`src/rtl/pfws_pkg.sv`:
```
package pfws_pkg;
    typedef enum logic [1:0] {
        ST_HOLD  = 2'd0,
        ST_RECOV = 2'd1,
        ST_RUN   = 2'd2,
        ST_GRACE = 2'd3
    } pfws_state_t;
endpackage

```
`src/rtl/pfws_sync.sv`:
```
module pfws_sync #(
    parameter int            STAGES  = 2,
    parameter int            W       = 2,
    parameter logic [W-1:0]  RST_VAL = '1
) (
    input  logic         clk,
    input  logic         rst_n,
    input  logic [W-1:0] d,
    output logic [W-1:0] q
);
    logic [STAGES-1:0][W-1:0] stg;

    always_ff @(posedge clk or negedge rst_n) begin
        if (!rst_n) begin
            stg <= {STAGES{RST_VAL}};
        end else begin
            stg[0] <= d;
            for (int k = 1; k < STAGES; k++) begin
                stg[k] <= stg[k-1];
            end
        end
    end

    assign q = stg[STAGES-1];
endmodule

```
`src/rtl/pfws_timer.sv`:
```
module pfws_timer #(
    parameter int LIMIT = 20000
) (
    input  logic clk,
    input  logic rst_n,
    input  logic run,
    output logic expire
);
    localparam int W = $clog2(LIMIT + 1);

    logic [W-1:0] cnt;

    assign expire = run && (cnt == W'(LIMIT - 1));

    always_ff @(posedge clk or negedge rst_n) begin
        if (!rst_n) begin
            cnt <= '0;
        end else if (!run || expire) begin
            cnt <= '0;
        end else begin
            cnt <= cnt + W'(1);
        end
    end

    // window counter never passes its limit
    p_cnt_in_window_r4: assert property (@(posedge clk) disable iff (!rst_n)
        cnt < W'(LIMIT));
endmodule

```
`src/rtl/pfws_batt.sv`:
```
module pfws_batt (
    input  logic clk,
    input  logic rst_n,
    input  logic supply_ok,
    input  logic so_s,
    output logic batt_sel
);
    logic armed;

    always_ff @(posedge clk or negedge rst_n) begin
        if (!rst_n) begin
            armed <= 1'b0;
        end else if (supply_ok) begin
            armed <= 1'b1;
        end
    end

    assign batt_sel = armed && so_s;

    // first-power flag never clears until reset
    p_arm_sticky_r6: assert property (@(posedge clk) disable iff (!rst_n)
        armed |=> armed);
endmodule

```
`src/rtl/pfws_seq.sv`:
```
module pfws_seq
    import pfws_pkg::*;
#(
    parameter int GRACE_CYC   = 20000,
    parameter int RECOV_CYC   = 16000000,
    parameter int SYNC_STAGES = 2
) (
    input  logic clk,
    input  logic rst_n,
    input  logic below_pf,
    input  logic below_so,
    input  logic cyc_active,
    output logic wr_protect,
    output logic io_block,
    output logic batt_sel,
    output logic ready
);
    logic [1:0]  flags_s;
    logic        pf_s;
    logic        so_s;
    logic        grace_exp;
    logic        recov_exp;
    pfws_state_t st_q;
    pfws_state_t st_d;

    pfws_sync #(.STAGES(SYNC_STAGES), .W(2), .RST_VAL(2'b11)) u_sync (
        .clk   (clk),
        .rst_n (rst_n),
        .d     ({below_so, below_pf}),
        .q     (flags_s)
    );

    assign pf_s = flags_s[0];
    assign so_s = flags_s[1];

    pfws_timer #(.LIMIT(GRACE_CYC)) u_grace_tmr (
        .clk    (clk),
        .rst_n  (rst_n),
        .run    (st_q == ST_GRACE),
        .expire (grace_exp)
    );

    pfws_timer #(.LIMIT(RECOV_CYC)) u_recov_tmr (
        .clk    (clk),
        .rst_n  (rst_n),
        .run    (st_q == ST_RECOV),
        .expire (recov_exp)
    );

    pfws_batt u_batt (
        .clk       (clk),
        .rst_n     (rst_n),
        .supply_ok (!pf_s),
        .so_s      (so_s),
        .batt_sel  (batt_sel)
    );

    always_comb begin
        st_d = st_q;
        unique case (st_q)
            ST_HOLD:  if (!pf_s) st_d = ST_RECOV;
            ST_RECOV: begin
                if (pf_s)           st_d = ST_HOLD;
                else if (recov_exp) st_d = ST_RUN;
            end
            ST_RUN:   if (pf_s) st_d = cyc_active ? ST_GRACE : ST_HOLD;
            ST_GRACE: if (!cyc_active || grace_exp) st_d = ST_HOLD;
            default:  st_d = ST_HOLD;
        endcase
    end

    always_ff @(posedge clk or negedge rst_n) begin
        if (!rst_n) st_q <= ST_HOLD;
        else        st_q <= st_d;
    end

    always_comb begin
        wr_protect = !((st_q == ST_RUN) || (st_q == ST_GRACE));
        io_block   = wr_protect;
        ready      = (st_q == ST_RUN) && !pf_s;
    end

    p_idle_fail_protects_r2: assert property (@(posedge clk) disable iff (!rst_n)
        (st_q == ST_RUN && pf_s && !cyc_active) |=> wr_protect);

    p_grace_ends_r3: assert property (@(posedge clk) disable iff (!rst_n)
        (st_q == ST_GRACE && !cyc_active) |=> wr_protect);

    p_no_late_grant_r5: assert property (@(posedge clk) disable iff (!rst_n)
        (st_q == ST_HOLD) |=> (st_q != ST_GRACE));

    p_so_within_pf_r6: assert property (@(posedge clk) disable iff (!rst_n)
        so_s |-> pf_s);

    p_recov_restart_r8: assert property (@(posedge clk) disable iff (!rst_n)
        (st_q == ST_RECOV && pf_s) |=> (st_q == ST_HOLD));

    p_ready_open_r9: assert property (@(posedge clk) disable iff (!rst_n)
        ready |-> (!wr_protect && !io_block));
endmodule

```
`config.mk`:
```
export PLATFORM = sky130hd
export DESIGN_NAME = pfws_seq
export DESIGN_NICKNAME = d
export VERILOG_FILES = /design/src/rtl/pfws_pkg.sv /design/src/rtl/pfws_sync.sv /design/src/rtl/pfws_timer.sv /design/src/rtl/pfws_batt.sv /design/src/rtl/pfws_seq.sv
export SDC_FILE = /design/constraint.sdc
export NUM_CORES = 1
export LEC_CHECK = 0
export ABC_AREA = 1
export BUFFER_PORTS_ARGS = -buffer_cell sky130_fd_sc_hd__clkbuf_2
export CAP_MARGIN = 20
export CELL_PAD_IN_SITES_DETAIL_PLACEMENT = 0
export CELL_PAD_IN_SITES_GLOBAL_PLACEMENT = 1
export CORE_ASPECT_RATIO = 0.6
export CORE_MARGIN = 10
export CORE_UTILIZATION = 45
export DETAILED_ROUTE_END_ITERATION = 6
export GPL_ROUTABILITY_DRIVEN = 0
export PLACE_DENSITY_LB_ADDON = 0.1
export SLEW_MARGIN = 5
export SYNTH_ARGS = -nofsm -noshare
export SYNTH_HDL_FRONTEND = slang
export SYNTH_SLANG_ARGS = --single-unit
export TNS_END_PERCENT = 20
```
`constraint.sdc`:
```
create_clock -name clk -period 1.85 [get_ports clk]
set_clock_uncertainty 0.2 [all_clocks]
set_input_delay 0.185 -clock clk [delete_from_list [all_inputs] [get_ports clk]]
set_output_delay 0.185 -clock clk [all_outputs]
set_load 0.03 [all_outputs]
```
==> results of run 1 <==
[through the flow]
step / setup TNS [ns] / total power, mW
6_report: 0 / 2.414
5_1_grt: -0.05851 / 2.563
4_1_cts: 0 / 2.395
3_5_place_dp: 0 / 1.687
3_3_place_gp: 0 / 1.683
2_1_floorplan: 0 / 1.487
[registers in the layout (all words and copies together) (netlist names)]
signal,cells
u_sync.stg,2
u_batt.armed,1
u_recov_tmr.cnt,24
u_grace_tmr.cnt,15
st_q,2
u_sync.q,2
[routing by layer]
layer  track usage [%]  vias up  part of all wire, %
li1                  -     1086                    -
met3             5.206        4                  8.5
met5                 0        -                    0
met4             2.956        0                 0.38
met1             20.80      925                   55
met2             15.86       44                   36
[cells by family after synthesis]
group	count (synthesis)	share of synthesized area, %
AOI/OAI and AO/OA	14	3.179
adders and majority gates	2	1.025
DFF	46	47.38
buffers and inverters	50	8.205
xor gates and xnor gates	11	3.949
and+or+nand+nor	208	36.26
[path summary, 6_finish.rpt]
path | endpoint | slack (ns) | depth (start not counted)
worst max-delay path | u_recov_tmr.cnt[7]$_DFF_PN0_ | 0.1 | 7
worst min-delay path | st_q[0]$_DFFE_PN0P_ | 0.06 | 5
worst max register to register | u_recov_tmr.cnt[7]$_DFF_PN0_ | 0.1 | 7
worst min register to register | u_sync.q[0]$_DFF_PN1_ | 0.16 | 0
max in group asynchronous | u_sync.stg[1]$_DFF_PN1_ | 0.70 | 3
min in group asynchronous | u_recov_tmr.cnt[2]$_DFF_PN0_ | 0.15 | 2
[repair_timing]
action / CTS / global route
hold buffers: 3 / 0
buffers inserted: 0 / 3
endpoints found under the hold margin: 17 / 0
resized for setup: 0 / 13
endpoints found under the setup margin: 0 / 35
[cell usage in the layout, fill, tap and decap left out]
cell / synthesis / routed
clkinv_4: 0 / 1
nor2_4: 0 / 2
nor2_1: 77 / 76
o21ai_0: 1 / 1
o21ai_1: 3 / 3
ha_2: 0 / 1
nand4_1: 5 / 5
buf_4: 1 / 13
nand3_4: 0 / 1
buf_12: 0 / 2
dfstp_2: 4 / 4
inv_2: 1 / 2
nand2_1: 77 / 75
ha_4: 0 / 1
clkbuf_2: 0 / 8
o21bai_1: 1 / 1
xnor2_1: 3 / 3
nand3_2: 1 / 1
nor2_2: 3 / 2
nand2_2: 2 / 4
or2_2: 1 / 1
nor4_1: 1 / 1
clkbuf_8: 0 / 7
xor2_1: 8 / 8
nor3_2: 1 / 1
inv_1: 46 / 45
dfrtp_1: 42 / 42
o31ai_1: 2 / 2
nand3_1: 24 / 23
nor3_1: 15 / 14
a21oi_1: 7 / 7
nor3_4: 1 / 2
dlygate4sd3_1: 0 / 3
[power by group through the flow]
| stage | clock network (mW) | registers [mW] | logic (mW) |
|---|---|---|---|
| 2_1_floorplan | 0 | 1.12 | 0.365 |
| 3_3_place_gp | 0 | 1.13 | 0.555 |
| 3_5_place_dp | 0 | 1.13 | 0.557 |
| 4_1_cts | 0.722 | 1.11 | 0.563 |
| 5_1_grt | 0.761 | 1.13 | 0.677 |
| 6_report | 0.701 | 1.11 | 0.599 |
[layout make-up]
type	count	share of cell area [%]
clock buffers	7	3.360
multi-input cells	235	39.75
inverters	47	6.152
clock inverters	1	0.3054
repair buffers	26	7.243
flip-flops and latches	46	40.31
well taps	66	2.880
[critical path: cells and delay by family, from the launching register on]
kind | cells | cell delay, ns
buf+inv | 1 | 0.15
simple gates | 5 | 0.70
flops | 1 | 0.40
fa+ha+maj | 1 | 0.17
==> qor.yml, run 1 <==
viasPerCell: 4.811
synth-seq-cells: 46
cts.root.buffer_cell: "clkbuf_8"
cp_max_fo: 18
dp_hpwl_um: 4267
start_kind: "register"
p_clk_share_pct: 29.0
hold_start: "cyc_active"
cpPeakStageDelay_ns: 0.40
cts_sinks: 46
synth_cell_types: 27
dieArea_mm2: 0.008864
core_area_mm2: 0.005155
post_drt_wl_per_cell_um: 13.06
drive_gt1_share_pct: 14.64
grt_first_pass_wirelength_um: 9542
n_antenna_cell: 0
fin_area_mm2: 0.002868
regArea_mm2: 0.001156
setup_ws_ns: 0.09676
cts_tree: "yes"
critPathCaptureType: "register"
numPortBuffers: 8
synth_common_cells: "77 x nand2_1, 77 x nor2_1, 46 x inv_1"
synthesis.area_mm2: 0.002440
row_count: 20
drc_errors: 0
fin_util_pct: 55.63
grt_max_degree: 32
ios: 9
syn_inst: 331
grt-ovfl-total: 0
cp-startpoint: "u_recov_tmr.cnt[1]$_DFF_PN0_"
multi_input_area_mm2: 0.001140
finalMaxSlewViolations: 0
clockBufferDepth: 2
final_nets: 368
setup_viol: 0
clkTransAtPathRegs_ns: 0.09
synth_edf_count: 0
tightest_slew_ns: 0.4563
max_freq_mhz: 570.4
max-vdd-ir-drop_mv: 0.3603
intPower_mw: 1.633
area_growth_pct: 17.54
synth.top_cell.area_share_pct: 43.08
synth_area_leaders: "dfrtp_1 43%, nand2_1 12%, nor2_1 12%"
finalHoldViolCount: 0
die_w_um: 115.1
async_flop_share_pct: 100.0
antenna_left: 0
worst_hold_slack_ns: 0.06075
pwr-share-seq_pct: 46.1
hp-class: "in2reg"
min_period_ns: 1.753
cp.required_ns: 1.82
syn_avg_cell_area_um2: 7.371
critPathKind: "reg2reg"
synth_ff_type: "dfrtp_1"
stdcell_count: 428
htreeDepth: 2
dp_slack_ns: 0.07536
dpl_cell_area_mm2: 0.002654
grt_antenna_before_repair: 0
yosysWarnings: 0
maxSlewHeadroom_pct: 69.58
nFillCells: 496
initial_core_util_pct: 47.33
power_density_mw_per_mm2: 841.7
insertion_delay_ns: 0.31
vias: 2059
synth_top_area_cell: "dfrtp_1"
drt-initial-drc-count: 157
reg2reg_from: "u_recov_tmr.cnt[1]$_DFF_PN0_"
routed_wl_um: 5588
drtPass1Iterations: 4
max-cap-violations: 0
cts_buffers: 5
p_sw_uw: 780.8
status: "completed"
finalCritPeriodShare_pct: 94.77
dp_cells: 414
comb_power_share_pct: 24.8
track_usage_pct: 13.27
grt_pass1_vias: 1931
netSwitchingFraction_pct: 32.34
rsz0062_at_grt: "true"
crit_chain: "ha_4 -> nand3_4 -> nor3_4 -> nand3_2 -> nand2_2 -> buf_12 -> nor3_1"
crit_arrival_ns: 1.72
die_h_um: 77.04
syn-num-nets: 338
cellLeakagePower_nw: 1.292
synth_seq_area_share_pct: 47.38
cp_slowest_cell: "dfrtp_1"
No activity file was read; power rests on OpenSTA's default activity.
==> run 2, diff against run 1 <==
--- a/config.mk
+++ b/config.mk
@@ -8,14 +8,13 @@
 export ABC_AREA = 1
 export BUFFER_PORTS_ARGS = -buffer_cell sky130_fd_sc_hd__clkbuf_2
 export CAP_MARGIN = 20
-export CELL_PAD_IN_SITES_DETAIL_PLACEMENT = 0
-export CELL_PAD_IN_SITES_GLOBAL_PLACEMENT = 1
 export CORE_ASPECT_RATIO = 0.6
 export CORE_MARGIN = 10
 export CORE_UTILIZATION = 45
+export CTS_BUF_LIST = sky130_fd_sc_hd__clkbuf_2 sky130_fd_sc_hd__clkbuf_4 sky130_fd_sc_hd__clkbuf_8
 export DETAILED_ROUTE_END_ITERATION = 6
 export GPL_ROUTABILITY_DRIVEN = 0
-export PLACE_DENSITY_LB_ADDON = 0.1
+export SETUP_SLACK_MARGIN = 0.1
 export SLEW_MARGIN = 5
 export SYNTH_ARGS = -nofsm -noshare
 export SYNTH_HDL_FRONTEND = slang
==> run 2 against run 1 <==
  * Critical path type unchanged
  * Via count rose by 1.4%
  * Total power increased by 5.5%
  * Sequential power is essentially flat
  * Critical path depth stayed put
  * Routed wire length increased by 2.0%
  * Highest routed layer unchanged
  * Clock-buffer cell count is 2 lower
==> qor.yml, run 2 (synthesis results as in run 1) <==
tightest_slew_ns: 0.4628  # +0.006494 ns
cts_tree: "yes"
top_register: "u_recov_tmr.cnt"
rr_worst_depth: 7  # unchanged
critPathCaptureType: "register"
die_w_um: 115.1  # unchanged
intPower_mw: 1.718  # +5.2%
reg.largest.list: "u_recov_tmr.cnt (24), u_grace_tmr.cnt (15)"
finalCritPeriodShare_pct: 97.36  # +2.6 points
cellLeakagePower_nw: 1.330  # +2.9%
track_usage_pct: 12.96  # -0.30 points
status: "completed"
ios: 9  # unchanged
viasPerCell: 4.842  # +0.65%
max-vdd-ir-drop_mv: 0.8721  # +140%
dieArea_mm2: 0.008864  # unchanged
numPortBuffers: 8  # unchanged
post_drt_wl_per_cell_um: 13.22  # +1.2%
layout_common_cells: "74 x nor2_1, 71 x nand2_1, 45 x inv_1"
finalPower_mw: 2.548  # +5.5%
crit_arrival_ns: 1.79  # +0.07 ns
cp.required_ns: 1.84  # +0.02 ns
cts_buffers: 5  # unchanged
fin_setup_tns_ns: 0  # unchanged
clkTransAtPathRegs_ns: 0.09  # about the same
grt-ovfl-total: 0  # unchanged
cp_max_fo: 6  # -12
rsz0062_at_grt: "true"
crit_end: "u_recov_tmr.cnt[8]$_DFF_PN0_"
cts_sinks: 46  # unchanged
hp-class: "in2reg"
cp-startpoint: "u_recov_tmr.cnt[1]$_DFF_PN0_"
n_antenna_cell: 0  # unchanged
finalMaxSlewViolations: 0  # unchanged
critPathKind: "reg2reg"
power_density_mw_per_mm2: 867.6  # +3.1%
min_period_ns: 1.801  # +0.04789 ns
stdcell_count: 431  # +0.70%
routed_wl_um: 5697  # +2.0%
rrSetupSlack_ns: 0.05  # -0.05 ns
initial_core_util_pct: 47.33  # unchanged
p_clk_share_pct: 30.2  # +1.2 points
drt-initial-drc-count: 160  # +1.9%
dp_hpwl_um: 4279  # +0.29%
timing.rr.end: "u_recov_tmr.cnt[8]$_DFF_PN0_"
final_nets: 371  # +0.82%
max-cap-violations: 0  # unchanged
drtPass1Iterations: 4  # unchanged
start_kind: "register"
dp_cells: 414  # unchanged
insertion_delay_ns: 0.31  # about the same
setup_viol: 0  # unchanged
dpl_cell_area_mm2: 0.002641  # -0.47%
cts.root.buffer_cell: "clkbuf_8"
drive_gt1_share_pct: 18.08  # +3.4 points
drc_errors: 0  # unchanged
finalHoldViolCount: 0  # unchanged
clockBufferDepth: 2  # unchanged
grt_max_degree: 31  # -3.1%
maxSlewHeadroom_pct: 69.15  # -0.43 points
fin_area_mm2: 0.002937  # +2.4%
p_sw_uw: 830.0  # +6.3%
htreeDepth: 2  # unchanged
grt_first_pass_wirelength_um: 9411  # -1.4%
row_count: 20  # unchanged
netSwitchingFraction_pct: 32.58  # +0.23 points
max_freq_mhz: 555.2  # -2.7%
final_common_cell: "nor2_1"
largest_reg_flops: 24  # unchanged
grt_pass1_vias: 1927  # -0.21%
reg2reg_from: "u_recov_tmr.cnt[1]$_DFF_PN0_"
core_area_mm2: 0.005155  # unchanged
antenna_left: 0  # unchanged
pwr-share-seq_pct: 43.8  # -2.3 points
vias: 2087  # +1.4%
comb_power_share_pct: 26.0  # +1.2 points
grt_antenna_before_repair: 0  # unchanged
die_h_um: 77.04  # unchanged
area_growth_pct: 20.36
[run 2: power groups by stage]
stage	combinational [mW]	sequential [mW]	clock [mW]
floorplan	0.365	1.12	0
global placement	0.566	1.13	0
detailed placement	0.572	1.13	0
CTS	0.600	1.11	0.785
global route	0.731	1.12	0.835
finish	0.663	1.11	0.770
[run 2: timing repair]
item	in CTS	in global routing
gates resized for setup	4	23
hold buffers	3	0
setup endpoints to repair	10	41
pin swaps	1	7
hold endpoints to repair	30	0
setup buffers	1	5
[run 2: through the flow]
step / hold slack, ns / util [%] / setup WS [ns]
5_1_grt: 0.1176 / 56.97 / -0.03374
6_report: 0.08428 / 56.97 / 0.04887
4_1_cts: 0.07545 / 54.39 / 0.07788
3_5_place_dp: -0.04310 / 51.24 / 0.08187
2_1_floorplan: -0.3106 / - / 0.1828
3_3_place_gp: -0.04317 / 51.24 / 0.1005
[run 2: how the worst min path moves through the flow]
stage                          start                             to  slack [ns]  cells after the start
after global routing      cyc_active            st_q[0]$_DFFE_PN0P_        0.12                      5
after floorplan                rst_n            st_q[0]$_DFFE_PN0P_       -0.31                      0
after detailed placement       rst_n  u_recov_tmr.cnt[21]$_DFF_PN0_       -0.04                      1
after CTS                 cyc_active            st_q[0]$_DFFE_PN0P_        0.08                      5
final                     cyc_active            st_q[0]$_DFFE_PN0P_        0.08                      5
after global placement         rst_n  u_recov_tmr.cnt[21]$_DFF_PN0_       -0.04                      1
[run 2: per-layer routing]
layer	vias to the layer above	GRT usage (%)	share of wire, %
met5	-	0	0
li1	1095	-	-
met2	48	15.25	35
met4	0	2.586	0.63
met1	939	21.23	58
met3	5	4.118	6.1
[run 2: worst max-delay path, stage by stage (launching register included)]
cell and delay [ns]:
dfrtp_1 0.41, ha_4 0.18, nand3_4 0.10, nor3_4 0.29, nand3_2 0.17, nand2_4 0.14
buf_4 0.15, nor3_1 0.05
[run 2: area by class of cell]
type,count,area (um^2)
Inverter,47,178.9
Clock inverter,3,43.79
Sequential cell,46,1156
Multi-Input combinational cell,235,1185
Fill cell,478,2218
Clock buffer,5,68.82
Tap cell,66,82.58
Timing Repair Buffer,29,221.5
